File: config.mk
export PLATFORM = sky130hd
export DESIGN_NAME = intr_cause_unit
export DESIGN_NICKNAME = d
export VERILOG_FILES = /design/src/rtl/intr_pkg.sv /design/src/rtl/intr_reg_file.sv /design/src/rtl/intr_throttle.sv /design/src/rtl/intr_line_ctl.sv /design/src/rtl/intr_cause_unit.sv
export SDC_FILE = /design/constraint.sdc
export NUM_CORES = 1
export LEC_CHECK = 0
export ABC_AREA = 1
export CORE_MARGIN = 5
export CORE_UTILIZATION = 39
export CTS_CLUSTER_DIAMETER = 50
export DETAILED_ROUTE_END_ITERATION = 7
export PLACE_DENSITY = 0.66
export SLEW_MARGIN = 40
export SYNTH_ARGS = -nofsm -noshare
export SYNTH_HDL_FRONTEND = slang
export SYNTH_SLANG_ARGS = --single-unit
export TNS_END_PERCENT = 30
File: constraint.sdc
create_clock -name clk -period 7.45 [get_ports clk]
set_input_delay 0.745 -clock clk [delete_from_list [all_inputs] [get_ports clk]]
set_output_delay 0.745 -clock clk [all_outputs]
set_load 0.05 [all_outputs]
File: src/rtl/intr_pkg.sv
package intr_pkg;

    localparam int DATA_W  = 32;
    localparam int CAUSE_W = 31;

    typedef enum logic [1:0] {
        SEL_CAUSE = 2'd0,
        SEL_MASK  = 2'd1,
        SEL_AUTO  = 2'd2,
        SEL_ITV   = 2'd3
    } reg_sel_e;

    typedef logic [CAUSE_W-1:0] cause_t;

    // Decision of the line controller for one cycle
    typedef struct packed {
        logic start;
        logic cancel;
        logic line;
    } line_dec_t;

    function automatic logic [DATA_W-1:0] pack_cause(input logic line, input cause_t c);
        return {line, c};
    endfunction

endpackage

File: src/rtl/intr_reg_file.sv
module intr_reg_file
    import intr_pkg::*;
#(
    parameter int ITV_W = 16
) (
    input  logic              clk,
    input  logic              rst,
    input  logic              wr,
    input  logic              rd,
    input  logic [1:0]        addr,
    input  logic [DATA_W-1:0] wdata,
    input  cause_t            post,
    input  logic              am_en,
    input  logic              line_q,
    output cause_t            cause_q,
    output cause_t            mask_q,
    output cause_t            auto_q,
    output logic [ITV_W-1:0]  itv_q,
    output cause_t            cause_d,
    output cause_t            mask_d,
    output logic [DATA_W-1:0] rdata
);
    cause_t           auto_d;
    logic [ITV_W-1:0] itv_d;
    logic             unused_wbits;

    assign unused_wbits = ^wdata[DATA_W-1:ITV_W];

    always_comb begin
        cause_d = cause_q;
        mask_d  = mask_q;
        auto_d  = auto_q;
        itv_d   = itv_q;
        if (wr) begin
            unique case (reg_sel_e'(addr))
                SEL_CAUSE: begin
                    cause_d = cause_q & ~wdata[CAUSE_W-1:0];
                    if (am_en) mask_d = mask_q & ~auto_q;
                end
                SEL_MASK:  mask_d = wdata[CAUSE_W-1:0];
                SEL_AUTO:  auto_d = wdata[CAUSE_W-1:0];
                SEL_ITV:   itv_d  = wdata[ITV_W-1:0];
                default: ;
            endcase
        end else if (rd && reg_sel_e'(addr) == SEL_CAUSE) begin
            if (line_q || mask_q == '0) cause_d = '0;
            if (am_en && line_q)        mask_d  = mask_q & ~auto_q;
        end
        cause_d = cause_d | post;
    end

    always_ff @(posedge clk) begin
        if (rst) begin
            cause_q <= '0;
            mask_q  <= '0;
            auto_q  <= '0;
            itv_q   <= '0;
        end else begin
            cause_q <= cause_d;
            mask_q  <= mask_d;
            auto_q  <= auto_d;
            itv_q   <= itv_d;
        end
    end

    always_comb begin
        unique case (reg_sel_e'(addr))
            SEL_CAUSE: rdata = pack_cause(line_q, cause_q);
            SEL_MASK:  rdata = {1'b0, mask_q};
            SEL_AUTO:  rdata = {1'b0, auto_q};
            SEL_ITV:   rdata = {{(DATA_W-ITV_W){1'b0}}, itv_q};
            default:   rdata = '0;
        endcase
    end
endmodule

File: src/rtl/intr_throttle.sv
module intr_throttle #(
    parameter int TICK_CYCLES = 64,
    parameter int ITV_W       = 16
) (
    input  logic             clk,
    input  logic             rst,
    input  logic             start,
    input  logic             cancel,
    input  logic [ITV_W-1:0] interval,
    output logic             running,
    output logic             expire
);
    localparam int PW = (TICK_CYCLES > 1) ? $clog2(TICK_CYCLES) : 1;
    localparam logic [PW-1:0] PRE_LAST = PW'(TICK_CYCLES - 1);

    logic [PW-1:0]    pre_q;
    logic [ITV_W-1:0] ticks_q;
    logic             tick_roll;

    assign tick_roll = (pre_q == PRE_LAST);
    assign expire    = running && tick_roll &&
                       ({1'b0, ticks_q} + (ITV_W+1)'(1) >= {1'b0, interval});

    always_ff @(posedge clk) begin
        if (rst) begin
            running <= 1'b0;
            pre_q   <= '0;
            ticks_q <= '0;
        end else if (cancel || expire) begin
            running <= 1'b0;
            pre_q   <= '0;
            ticks_q <= '0;
        end else if (start && !running) begin
            running <= 1'b1;
            pre_q   <= '0;
            ticks_q <= '0;
        end else if (running) begin
            if (tick_roll) begin
                pre_q   <= '0;
                ticks_q <= ticks_q + ITV_W'(1);
            end else begin
                pre_q   <= pre_q + PW'(1);
            end
        end
    end
endmodule

File: src/rtl/intr_line_ctl.sv
module intr_line_ctl
    import intr_pkg::*;
(
    input  logic clk,
    input  logic rst,
    input  logic act_next,
    input  logic act_prev,
    input  logic fresh,
    input  logic post_now,
    input  logic itv_zero,
    input  logic expire,
    input  logic running,
    output logic start,
    output logic cancel,
    output logic line_q
);
    line_dec_t dec;

    always_comb begin
        dec = '{start: 1'b0, cancel: 1'b0, line: line_q};
        if (!act_next) begin
            dec.cancel = 1'b1;
            dec.line   = 1'b0;
        end else if (itv_zero || (post_now && fresh && !act_prev)) begin
            dec.cancel = 1'b1;
            dec.line   = 1'b1;
        end else if (expire) begin
            dec.line   = 1'b1;
        end else begin
            dec.start  = !running && !line_q;
        end
    end

    assign start  = dec.start;
    assign cancel = dec.cancel;

    always_ff @(posedge clk) begin
        if (rst) line_q <= 1'b0;
        else     line_q <= dec.line;
    end
endmodule

File: src/rtl/intr_cause_unit.sv
module intr_cause_unit
    import intr_pkg::*;
#(
    parameter int TICK_CYCLES = 64,
    parameter int ITV_W       = 16
) (
    input  logic        clk,
    input  logic        rst,
    input  logic        reg_wr,
    input  logic        reg_rd,
    input  logic [1:0]  reg_addr,
    input  logic [31:0] reg_wdata,
    output logic [31:0] reg_rdata,
    input  logic [30:0] post_cause,
    input  logic        post_now,
    input  logic        am_en,
    output logic        irq
);
    cause_t           cause_q, mask_q, auto_q, cause_d, mask_d;
    logic [ITV_W-1:0] itv_q;
    logic             line_q, running, expire, start, cancel;
    logic             act_next, act_prev, fresh;

    intr_reg_file #(.ITV_W(ITV_W)) u_regs (
        .clk(clk), .rst(rst), .wr(reg_wr), .rd(reg_rd), .addr(reg_addr),
        .wdata(reg_wdata), .post(post_cause), .am_en(am_en), .line_q(line_q),
        .cause_q(cause_q), .mask_q(mask_q), .auto_q(auto_q), .itv_q(itv_q),
        .cause_d(cause_d), .mask_d(mask_d), .rdata(reg_rdata)
    );

    assign act_next = |(cause_d & mask_d);
    assign act_prev = |(cause_q & mask_q);
    assign fresh    = |(post_cause & ~cause_q);

    intr_throttle #(.TICK_CYCLES(TICK_CYCLES), .ITV_W(ITV_W)) u_timer (
        .clk(clk), .rst(rst), .start(start), .cancel(cancel),
        .interval(itv_q), .running(running), .expire(expire)
    );

    intr_line_ctl u_line (
        .clk(clk), .rst(rst), .act_next(act_next), .act_prev(act_prev),
        .fresh(fresh), .post_now(post_now), .itv_zero(itv_q == '0),
        .expire(expire), .running(running), .start(start), .cancel(cancel),
        .line_q(line_q)
    );

    assign irq = line_q;
endmodule

==> flow_results.xml, run 1 <==
<?xml version="1.0" encoding="UTF-8"?>
<metrics>
  <group name="status">
    <metric name="status" unit="">finished clean</metric>
  </group>
  <group name="finish">
    <metric name="final_nets" unit="">1433</metric>
    <metric name="antennaDiodeCount" unit="">0</metric>
    <metric name="final_layout_size_suffix_gt1_share" unit="%">4.20</metric>
    <metric name="area_delta_synth_final" unit="%">21.8</metric>
    <metric name="final_cell_area" unit="mm^2">0.00996</metric>
    <metric name="final_cells" unit="">1631</metric>
  </group>
  <group name="global_routing">
    <metric name="grt_start_max_net_pins" unit="">74</metric>
    <metric name="antenna_found_initial" unit="">0</metric>
    <metric name="grt_overflow" unit="">0</metric>
    <metric name="grt_pass1_vias" unit="">8184</metric>
    <metric name="grt_usage" unit="%">23.1</metric>
    <metric name="grt_first_pass_wirelength" unit="um">44000</metric>
  </group>
  <group name="clock_tree">
    <metric name="cts_buf_count" unit="">17</metric>
    <metric name="clk_root_buffer_cell" unit="">clkbuf_16</metric>
    <metric name="cts.clk_slew.worst_paths" unit="ns">0.06</metric>
    <metric name="ctsHtreeMaxLevel" unit="">4</metric>
    <metric name="cts_hold_buffers" unit="">0</metric>
    <metric name="clock_tree.buffer_depth" unit="">2</metric>
    <metric name="cts.sink_count" unit="">133</metric>
    <metric name="cts_setup_buffers" unit="">0</metric>
    <metric name="tritoncts" unit="">done</metric>
    <metric name="cts_resized" unit="">0</metric>
    <metric name="worst_skew_pair.late_latency" unit="ns">0.42</metric>
  </group>
  <group name="pwr">
    <metric name="pwr-share-comb" unit="%">20.8</metric>
    <metric name="total_switching_power" unit="uW">631</metric>
    <metric name="powerDensity" unit="mW/mm^2">206</metric>
    <metric name="cell_internal_pwr" unit="uW">1420</metric>
    <metric name="power_frac_seq" unit="%">38.5</metric>
    <metric name="irDropWorstVdd" unit="uV">155</metric>
    <metric name="netSwitchingFraction" unit="%">30.8</metric>
    <metric name="power_frac_clock" unit="%">40.7</metric>
    <metric name="static-leakage-power" unit="uW">0.00420</metric>
  </group>
  <group name="synth">
    <metric name="netlist.area_leader.share" unit="%">32.6</metric>
    <metric name="post_synth_edffs" unit="">0</metric>
    <metric name="yosys-top-cells-area" unit="">dfxtp_1 33%, nand2_1 13%, inv_1 8.9%</metric>
    <metric name="postSynthNetCount" unit="">1365</metric>
    <metric name="post-synth-top-count-cell" unit="">nand2_1</metric>
    <metric name="synth_flop_cell" unit="">dfxtp_1</metric>
    <metric name="postSynthRegisterBits" unit="">133</metric>
    <metric name="yosys.cell_types.count" unit="">36</metric>
    <metric name="synth_top_cell_by_area" unit="">dfxtp_1</metric>
    <metric name="ys_warn_count" unit="">0</metric>
    <metric name="yosysSeqAreaShare" unit="%">32.6</metric>
    <metric name="async_reset_ff_share" unit="%">0</metric>
    <metric name="synthTopCellsByCount" unit="">290 x nand2_1, 194 x inv_1, 133 x dfxtp_1</metric>
    <metric name="syn_avg_cell_area" unit="um^2">6.41</metric>
    <metric name="syn-instance-count" unit="">1276</metric>
    <metric name="synth.cell_area" unit="mm^2">0.00818</metric>
  </group>
  <group name="drt">
    <metric name="antenna_left" unit="">0</metric>
    <metric name="total_routed_wirelength" unit="um">28000</metric>
    <metric name="routedWlPerCell" unit="um">17.2</metric>
    <metric name="via_per_inst" unit="">5.46</metric>
    <metric name="drc_errors" unit="">0</metric>
    <metric name="drt_iter0_drc" unit="">854</metric>
    <metric name="vias" unit="">8898</metric>
    <metric name="drt_first_pass_iters" unit="">5</metric>
  </group>
  <group name="floorplanning">
    <metric name="fp.dieH" unit="um">155</metric>
    <metric name="initial_utilization" unit="%">39.3</metric>
    <metric name="core_area" unit="mm^2">0.0208</metric>
    <metric name="die_boundary_width" unit="um">155</metric>
    <metric name="row_count" unit="">53</metric>
    <metric name="design.die.area" unit="mm^2">0.0240</metric>
    <metric name="pin_count" unit="">104</metric>
  </group>
  <group name="sta">
    <metric name="skew" unit="ns">0.0115</metric>
    <metric name="timing.max_slew.rel_slack" unit="%">41.9</metric>
    <metric name="worstMarginPinSlew" unit="ns">0.872</metric>
    <metric name="finalHoldViolations" unit="">0</metric>
    <metric name="worst_setup_slack_final" unit="ns">2.70</metric>
    <metric name="setup_repair_after_global_routing_missed_its_margin" unit="">false</metric>
    <metric name="setup_tns" unit="ns">0</metric>
    <metric name="drv_slew" unit="">0</metric>
    <metric name="setup_violations" unit="">0</metric>
    <metric name="layout_worst_path_cycle_share" unit="%">63.7</metric>
    <metric name="max_freq" unit="MHz">211</metric>
    <metric name="period_minus_slack" unit="ns">4.75</metric>
  </group>
  <group name="setup_path">
    <metric name="cp-end-kind" unit="">primary output</metric>
    <metric name="timing.critical_path.fanout_max" unit="">39</metric>
    <metric name="worst_r2r_startpoint" unit="">u_timer.ticks_q[0]</metric>
    <metric name="rr_endpoint" unit="">u_timer.pre_q[3]</metric>
    <metric name="critical_path_arrival" unit="ns">4.00</metric>
    <metric name="worst_ep_required_time" unit="ns">6.70</metric>
    <metric name="ff2ff_path_depth" unit="">17</metric>
    <metric name="category_of_the_worst_setup_path_launch_point" unit="">input pin</metric>
    <metric name="reg2reg_slack" unit="ns">3.48</metric>
    <metric name="path_class" unit="">input pin to primary output</metric>
  </group>
  <group name="place">
    <metric name="place.detailed.instances" unit="">1600</metric>
    <metric name="placed_area" unit="mm^2">0.00938</metric>
    <metric name="placement.io_buffers" unit="">102</metric>
    <metric name="dp_hpwl" unit="um">19400</metric>
    <metric name="place_ws" unit="ns">2.85</metric>
    <metric name="gp_congestion" unit="">0.868</metric>
  </group>
  <group name="hold_path">
    <metric name="holdPathStages" unit="">2</metric>
    <metric name="hold_path_end" unit="">u_regs.auto_q[25]</metric>
    <metric name="min-delay-start" unit="">u_regs.auto_q[25]</metric>
    <metric name="holdCritPathClass" unit="">flip-flop to flip-flop</metric>
  </group>
  <group name="flow_run">
    <metric name="drv_cap" unit="">0</metric>
  </group>
</metrics>
==> layout make-up <==
cell class                 instances  area (um^2)
clock inverter                     9          103
timing repair buffer             116         1140
clock buffer                      22          474
sequential                       133         2660
tap                              275          344
multi-input combinational        880         4500
inverter                         196          736
fill                            2124        10900
==> cells in the final DEF (no fill, tap or decap), types with 32 or more instances in the layout <==
master           instances
nand2_1                289
inv_1                  193
dfxtp_1                133
a21oi_1                115
nor2_1                 106
clkdlybuf4s50_1        100
o21ai_0                 94
nand3_1                 54
o221ai_1                45
a31oi_1                 32
==> layer usage <==
| metal | wire length [um] | vias to the layer above | share of wire, % | GRT usage (%) |
|---|---|---|---|---|
| li1 | - | 4375 | - | - |
| met5 | 0 | - | 0 | 0 |
| met1 | 12700 | 4047 | 45 | 33.6 |
| met4 | 664 | 0 | 2.4 | 7.28 |
| met3 | 2720 | 46 | 9.7 | 3.55 |
| met2 | 12000 | 430 | 43 | 35.2 |
==> power by group through the flow <==
| stage | clock network, uW | logic (uW) | registers [uW] |
|---|---|---|---|
| 6_report | 833 | 425 | 789 |
| 2_1_floorplan | 0 | 270 | 795 |
| 3_3_place_gp | 0 | 414 | 802 |
| 4_1_cts | 840 | 420 | 788 |
| 5_1_grt | 870 | 464 | 794 |
| 3_5_place_dp | 0 | 418 | 803 |
==> stage by stage <==
stage               utilization (%)  power, uW  hold slack (ns)
floorplan                         -       1060            0.454
CTS                            47.8       2050            0.487
global route                   47.8       2130            0.510
finish                         47.8       2050            0.483
detailed placement             45.0       1220            0.478
global placement               44.9       1220            0.470
==> sequential cells by signal, indices dropped and copies added, names as in the netlist <==
name and count:
u_line.line_q 1, u_regs.auto_q 31, u_regs.cause_q 31, u_regs.itv_q 16, u_regs.mask_q 31, u_timer.pre_q 6
u_timer.running 1, u_timer.ticks_q 16
==> cells by family after synthesis <==
family | count (synthesis) | synth area share [%]
muxes | 5 | 0.612
DFF | 133 | 32.6
adders and majority gates | 18 | 2.75
xor gates and xnor gates | 15 | 1.61
buffers and inverters | 263 | 12.5
and+or+nand+nor | 493 | 24.8
AOI/OAI and AO/OA | 349 | 25.1
==> worst max-delay path, cell delays in order <==
cell	delay, ns
clkdlybuf4s50_1	0.57
nor2_4	0.16
buf_4	0.43
inv_2	0.34
buf_4	0.38
o21ai_0	0.43
clkdlybuf4s50_1	0.91
==> worst max path at each step <==
stage	to	from	slack (ns)	depth (start not counted)
after floorplan	reg_rdata[0]	reg_addr[1]	4.30	5
after global placement	reg_rdata[11]	reg_addr[1]	2.66	10
after detailed placement	reg_rdata[15]	reg_addr[1]	2.85	7
after CTS	reg_rdata[15]	reg_addr[1]	2.85	7
after global routing	reg_rdata[8]	reg_addr[1]	2.67	7
final	reg_rdata[8]	reg_addr[1]	2.70	7
Note: power is estimated with default switching activity, not from simulation.
==> inputs of run 2 (changes only) <==
==> constraint.sdc (replaced) <==
create_clock -name clk -period 4.85 [get_ports clk]
set_input_delay 0.485 -clock clk [delete_from_list [all_inputs] [get_ports clk]]
set_output_delay 0.485 -clock clk [all_outputs]
set_load 0.05 [all_outputs]
==> run 2 against run 1 <==
  * First-iteration DRC count increased by 1.4%
  * Critical endpoint is now u_timer.ticks_q[6]
  * Final area grew 2.8%
  * Critical path type is now flip-flop to flip-flop
  * Core utilization rose by 1.3 points
==> flow_results.xml, run 2 (synthesis results as in run 1) <==
<?xml version="1.0" encoding="UTF-8"?>
<metrics>
  <group name="setup_path">
    <metric name="worst_path_max_delay_cell" unit="">nand4_2</metric>
    <metric name="worstSetupStartpoint" unit="">u_timer.ticks_q[0]</metric>
    <metric name="critical_path_buf_inv_count" unit="">0</metric>
    <metric name="cp-end-kind" unit="">flip-flop</metric>
    <metric name="path_cells" unit="">ha_1 &gt; nand2_1 &gt; nor2_1 &gt; nand2_1 &gt; nor3_1 &gt; nand3_1 &gt; nor3_1 &gt; xor2_1 &gt; ha_1 &gt; a21oi_1 &gt; nand3b_1 &gt; nand3_1 &gt; nor2_1 &gt; nand3b_1 &gt; a21oi_2 &gt; nand4_2 &gt; nor2_1</metric>
    <metric name="path_class" unit="">flip-flop to flip-flop</metric>
    <metric name="worst_ep_required_time" unit="ns">5.20</metric>
    <metric name="worst_r2r_startpoint" unit="">u_timer.ticks_q[0]</metric>
    <metric name="cpPeakStageDelay" unit="ns">0.51</metric>
    <metric name="category_of_the_worst_setup_path_launch_point" unit="">flip-flop</metric>
    <metric name="critical-path-top-delay-family" unit="">simple AND/OR/NAND/NOR gates</metric>
    <metric name="timing.critical_path.fanout_max" unit="">22</metric>
    <metric name="critical_path_arrival" unit="ns">4.29</metric>
    <metric name="crit_path_frequent_cell" unit="">nor2_1</metric>
  </group>
  <group name="global_routing">
    <metric name="grt_first_pass_wirelength" unit="um">45500</metric>
    <metric name="grt_overflow" unit="">0</metric>
    <metric name="antenna_found_initial" unit="">0</metric>
    <metric name="grt_pass1_vias" unit="">8413</metric>
    <metric name="grt_start_max_net_pins" unit="">75</metric>
    <metric name="grt_usage" unit="%">23.9</metric>
  </group>
  <group name="floorplanning">
    <metric name="design.die.area" unit="mm^2">0.0240</metric>
    <metric name="fp.dieH" unit="um">155</metric>
    <metric name="row_count" unit="">53</metric>
    <metric name="initial_utilization" unit="%">39.3</metric>
    <metric name="core_area" unit="mm^2">0.0208</metric>
    <metric name="pin_count" unit="">104</metric>
    <metric name="die_boundary_width" unit="um">155</metric>
  </group>
  <group name="clock_tree">
    <metric name="ctsHtreeMaxLevel" unit="">4</metric>
    <metric name="cts.sink_count" unit="">133</metric>
    <metric name="clk_root_buffer_cell" unit="">clkbuf_16</metric>
    <metric name="cts_hold_buffers" unit="">0</metric>
    <metric name="worst_skew_pair.late_latency" unit="ns">0.44</metric>
    <metric name="tritoncts" unit="">done</metric>
    <metric name="cts_resized" unit="">0</metric>
    <metric name="clock_tree.buffer_depth" unit="">2</metric>
    <metric name="cts_buf_count" unit="">17</metric>
    <metric name="cts_setup_buffers" unit="">0</metric>
    <metric name="cts.clk_slew.worst_paths" unit="ns">0.06</metric>
  </group>
  <group name="sta">
    <metric name="timing.max_slew.rel_slack" unit="%">50.3</metric>
    <metric name="finalHoldViolations" unit="">0</metric>
    <metric name="drv_slew" unit="">0</metric>
    <metric name="layout_worst_path_cycle_share" unit="%">81.3</metric>
    <metric name="setup_tns" unit="ns">0</metric>
    <metric name="setup_violations" unit="">0</metric>
    <metric name="skew" unit="ns">0.0126</metric>
    <metric name="setup_repair_after_global_routing_missed_its_margin" unit="">false</metric>
    <metric name="worst_hold_slack" unit="ns">0.491</metric>
    <metric name="worstMarginPinSlew" unit="ns">0.743</metric>
    <metric name="max_freq" unit="MHz">254</metric>
    <metric name="period_minus_slack" unit="ns">3.94</metric>
  </group>
  <group name="drt">
    <metric name="drt_first_pass_iters" unit="">5</metric>
    <metric name="total_routed_wirelength" unit="um">28500</metric>
    <metric name="drt_iter0_drc" unit="">866</metric>
    <metric name="via_per_inst" unit="">5.43</metric>
    <metric name="vias" unit="">8883</metric>
    <metric name="antenna_left" unit="">0</metric>
    <metric name="routedWlPerCell" unit="um">17.4</metric>
    <metric name="drc_errors" unit="">0</metric>
  </group>
  <group name="finish">
    <metric name="area_delta_synth_final" unit="%">25.2</metric>
    <metric name="final_core_util" unit="%">49.2</metric>
    <metric name="antennaDiodeCount" unit="">0</metric>
    <metric name="biggestRegsByFlops" unit="">u_regs.auto_q x31, u_regs.cause_q x31, u_regs.mask_q x31</metric>
    <metric name="fillCellCount" unit="">2079</metric>
    <metric name="most_frequent_standard_cell_in_the_layout_excluding_fill_and_tap_cells" unit="">nand2_1</metric>
    <metric name="final_layout_size_suffix_gt1_share" unit="%">6.69</metric>
    <metric name="mostFrequentLayoutCells" unit="">290 x nand2_1, 193 x inv_1, 133 x dfxtp_1</metric>
    <metric name="final_nets" unit="">1437</metric>
  </group>
  <group name="pwr">
    <metric name="irDropWorstVdd" unit="uV">247</metric>
    <metric name="powerDensity" unit="mW/mm^2">328</metric>
    <metric name="power" unit="uW">3350</metric>
    <metric name="static-leakage-power" unit="uW">0.00437</metric>
  </group>
  <group name="place">
    <metric name="gp_congestion" unit="">0.894</metric>
    <metric name="dp_hpwl" unit="um">20300</metric>
    <metric name="placement.io_buffers" unit="">102</metric>
  </group>
  <group name="status">
    <metric name="status" unit="">finished clean</metric>
  </group>
  <group name="flow_run">
    <metric name="drv_cap" unit="">0</metric>
  </group>
  <group name="hold_path">
    <metric name="min-delay-start" unit="">u_regs.auto_q[19]</metric>
    <metric name="holdCritPathClass" unit="">flip-flop to flip-flop</metric>
  </group>
</metrics>
==> run 2: cell count changes in the layout (fill, tap and decap cells not counted), moves of 2 or more <==
cell,change
clkdlybuf4s50_1,-31
buf_12,+22
buf_4,+13
bufinv_16,+3
clkinv_2,-3
clkbuf_1,+2
clkinv_4,-2
==> run 2: final timing paths <==
| kind | end | slack, ns | cells past startpoint |
|---|---|---|---|
| worst min-delay path | u_regs.auto_q[19] | 0.49 | 2 |
| worst max-delay path | u_timer.ticks_q[6] | 0.91 | 17 |
| worst min register to register | u_regs.auto_q[19] | 0.49 | 2 |
| worst max register to register | u_timer.ticks_q[6] | 0.91 | 17 |
==> run 2: tightest hold or removal path: stages, from the launching register on <==
cell and delay [ns]:
dfxtp_1 0.32, inv_1 0.07, a21oi_1 0.06
==> run 2: stage by stage <==
step	cells	instance area, um^2	setup WS (ns)
after floorplan	1276	8180	1.93
after global placement	1604	9580	1.01
after detailed placement	1604	9580	0.910
final	1636	10200	0.907
after CTS	1636	10200	0.861
after global routing	1636	10200	0.437
==> run 2: layout make-up <==
| type | instances | area [um^2] | share of cell area, % |
|---|---|---|---|
| multi-input combinational | 880 | 4490 | 43.9 |
| sequential | 133 | 2660 | 26.0 |
| timing repair buffer | 120 | 1350 | 13.2 |
| inverter | 196 | 736 | 7.19 |
| clock buffer | 24 | 482 | 4.71 |
| tap | 275 | 344 | 3.36 |
| clock inverter | 8 | 169 | 1.65 |
==> run 2: routing by layer <==
metal  part of all wire [%]  vias up  track usage, %
met5                      0        -               0
met4                    2.3        0            7.91
met3                    9.2       55            4.92
met2                     43      398            36.1
met1                     45     4046            34.0
li1                       -     4384               -
==> run 2: report_power, final <==
group,internal [uW],leakage (uW),switching [uW]
Combinational,255,0.00296,432
Clock,953,0.000319,502
Sequential,1150,0.00109,59.0
Total,2360,0.00437,993
==> inputs of run 3 (changes only) <==
==> constraint.sdc (replaced) <==
create_clock -name clk -period 4.05 [get_ports clk]
set_input_delay 0.405 -clock clk [delete_from_list [all_inputs] [get_ports clk]]
set_output_delay 0.405 -clock clk [all_outputs]
set_load 0.05 [all_outputs]
==> run 3 against run 2 <==
  * Flip-flop and latch count unchanged
  * Register-to-register slack got worse by 0.37 ns
  * Worst hold slack got worse by 0.038 ns
  * Maximum frequency increased by 12%
  * Via count decreased by 0.11%
  * Global-route usage decreased by 0.39 points
  * Sequential share of layout area decreased by 0.28 points
  * Critical path depth increased by 1
  * Final area increased by 1.1%
==> flow_results.xml, run 3 (synthesis results as in run 1) <==
<?xml version="1.0" encoding="UTF-8"?>
<metrics>
  <group name="finish">
    <metric name="final_nets" unit="">1439</metric>
    <metric name="area_delta_synth_final" unit="%">26.5</metric>
    <metric name="antennaDiodeCount" unit="">0</metric>
    <metric name="most_frequent_standard_cell_in_the_layout_excluding_fill_and_tap_cells" unit="">nand2_1</metric>
    <metric name="final_core_util" unit="%">49.7</metric>
    <metric name="fillCellCount" unit="">2119</metric>
    <metric name="mostFrequentLayoutCells" unit="">290 x nand2_1, 193 x inv_1, 133 x dfxtp_1</metric>
    <metric name="biggestRegsByFlops" unit="">u_regs.auto_q x31, u_regs.cause_q x31, u_regs.mask_q x31</metric>
    <metric name="final_layout_size_suffix_gt1_share" unit="%">6.97</metric>
  </group>
  <group name="pwr">
    <metric name="irDropWorstVdd" unit="uV">326</metric>
    <metric name="powerDensity" unit="mW/mm^2">381</metric>
    <metric name="static-leakage-power" unit="uW">0.00439</metric>
  </group>
  <group name="sta">
    <metric name="setup_violations" unit="">0</metric>
    <metric name="finalHoldViolations" unit="">0</metric>
    <metric name="setup_tns" unit="ns">0</metric>
    <metric name="worstMarginPinSlew" unit="ns">0.675</metric>
    <metric name="skew" unit="ns">0.00975</metric>
    <metric name="timing.max_slew.rel_slack" unit="%">54.6</metric>
    <metric name="layout_worst_path_cycle_share" unit="%">86.6</metric>
    <metric name="max_freq" unit="MHz">285</metric>
    <metric name="setup_repair_after_global_routing_missed_its_margin" unit="">false</metric>
    <metric name="period_minus_slack" unit="ns">3.51</metric>
    <metric name="drv_slew" unit="">0</metric>
  </group>
  <group name="drt">
    <metric name="vias" unit="">8873</metric>
    <metric name="drc_errors" unit="">0</metric>
    <metric name="routedWlPerCell" unit="um">17.2</metric>
    <metric name="total_routed_wirelength" unit="um">28200</metric>
    <metric name="via_per_inst" unit="">5.42</metric>
    <metric name="drt_first_pass_iters" unit="">5</metric>
    <metric name="antenna_left" unit="">0</metric>
    <metric name="drt_iter0_drc" unit="">866</metric>
  </group>
  <group name="clock_tree">
    <metric name="cts.clk_slew.worst_paths" unit="ns">0.06</metric>
    <metric name="cts_resized" unit="">0</metric>
    <metric name="ctsHtreeMaxLevel" unit="">4</metric>
    <metric name="tritoncts" unit="">done</metric>
    <metric name="cts.sink_count" unit="">133</metric>
    <metric name="cts_buf_count" unit="">17</metric>
    <metric name="cts_hold_buffers" unit="">0</metric>
    <metric name="cts_setup_buffers" unit="">0</metric>
    <metric name="worst_skew_pair.late_latency" unit="ns">0.43</metric>
    <metric name="clk_root_buffer_cell" unit="">clkbuf_16</metric>
    <metric name="clock_tree.buffer_depth" unit="">2</metric>
  </group>
  <group name="setup_path">
    <metric name="critical_path_arrival" unit="ns">3.87</metric>
    <metric name="timing.critical_path.fanout_max" unit="">22</metric>
    <metric name="cp-end-kind" unit="">flip-flop</metric>
    <metric name="path_class" unit="">flip-flop to flip-flop</metric>
    <metric name="worst_ep_required_time" unit="ns">4.41</metric>
    <metric name="reg2reg_slack" unit="ns">0.54</metric>
    <metric name="category_of_the_worst_setup_path_launch_point" unit="">flip-flop</metric>
  </group>
  <group name="place">
    <metric name="placement.io_buffers" unit="">102</metric>
    <metric name="gp_congestion" unit="">0.881</metric>
    <metric name="dp_hpwl" unit="um">20000</metric>
  </group>
  <group name="global_routing">
    <metric name="antenna_found_initial" unit="">0</metric>
    <metric name="grt_first_pass_wirelength" unit="um">44600</metric>
    <metric name="grt_pass1_vias" unit="">8209</metric>
    <metric name="grt_start_max_net_pins" unit="">74</metric>
    <metric name="grt_usage" unit="%">23.5</metric>
    <metric name="grt_overflow" unit="">0</metric>
  </group>
  <group name="floorplanning">
    <metric name="row_count" unit="">53</metric>
    <metric name="initial_utilization" unit="%">39.3</metric>
    <metric name="fp.dieH" unit="um">155</metric>
    <metric name="core_area" unit="mm^2">0.0208</metric>
    <metric name="design.die.area" unit="mm^2">0.0240</metric>
    <metric name="pin_count" unit="">104</metric>
    <metric name="die_boundary_width" unit="um">155</metric>
  </group>
  <group name="status">
    <metric name="status" unit="">finished clean</metric>
  </group>
  <group name="flow_run">
    <metric name="drv_cap" unit="">0</metric>
  </group>
  <group name="hold_path">
    <metric name="holdCritPathClass" unit="">input pin to flip-flop</metric>
  </group>
</metrics>
[run 3: cell count changes in the layout (fill, tap and decap cells not counted), moves of 2 or more]
cell        change
buf_12         +11
buf_4           -8
clkbuf_8        -3
clkinv_2        +2
clkinvlp_4      +3
clkbuf_1        -2
[run 3: worst max-delay path: stages, from the launching register on]
cell	delay [ns]
dfxtp_1	0.40
nand3_1	0.13
nor3_1	0.32
inv_1	0.10
nor3_1	0.38
nand3_1	0.21
nor2_1	0.16
xor2_1	0.25
ha_1	0.29
nand2_1	0.07
inv_1	0.05
nand4_1	0.09
nand3_1	0.08
nor2_1	0.10
nand3b_1	0.12
a21oi_2	0.22
nand4_2	0.11
buf_4	0.23
nor2_1	0.11
[run 3: layout make-up]
type                    count  area, um^2  area share, %
multi-input cells         880        4490           43.4
flip-flops and latches    133        2660           25.7
repair buffers            122        1500           14.5
inverters                 196         736           7.11
clock buffers              19         433           4.18
well taps                 275         344           3.33
clock inverters            13         180           1.74
[run 3: power by group]
| part | switching [uW] | total [uW] | internal, uW |
|---|---|---|---|
| clock network | 612 | 1640 | 1030 |
| logic | 519 | 847 | 328 |
| registers | 71.0 | 1450 | 1380 |
[run 3: final timing paths]
path / start / to / cells past startpoint
worst max-delay path: u_timer.ticks_q[0] / u_timer.pre_q[2] / 18
worst min-delay path: rst / u_line.line_q / 4
worst max register to register: u_timer.ticks_q[0] / u_timer.pre_q[2] / 18
worst min register to register: u_regs.auto_q[6] / u_regs.auto_q[6] / 2
[run 3: through the flow]
step	area (um^2)	total power [uW]	cells	hold slack, ns	setup slack (ns)
2_1_floorplan	8180	1960	1276	0.454	1.13
3_3_place_gp	9730	2300	1606	0.470	0.604
3_5_place_dp	9730	2310	1606	0.476	0.556
4_1_cts	10300	3950	1638	0.418	0.568
5_1_grt	10300	4100	1638	0.476	0.146
6_report	10300	3940	1638	0.453	0.541
[run 3: routing by layer]
metal | vias up | wire (um) | track usage (%)
met2 | 389 | 12500 | 35.8
met4 | 0 | 439 | 5.55
met5 | - | 0 | 0
met1 | 4061 | 12800 | 33.5
met3 | 33 | 2520 | 5.79
li1 | 4390 | - | -
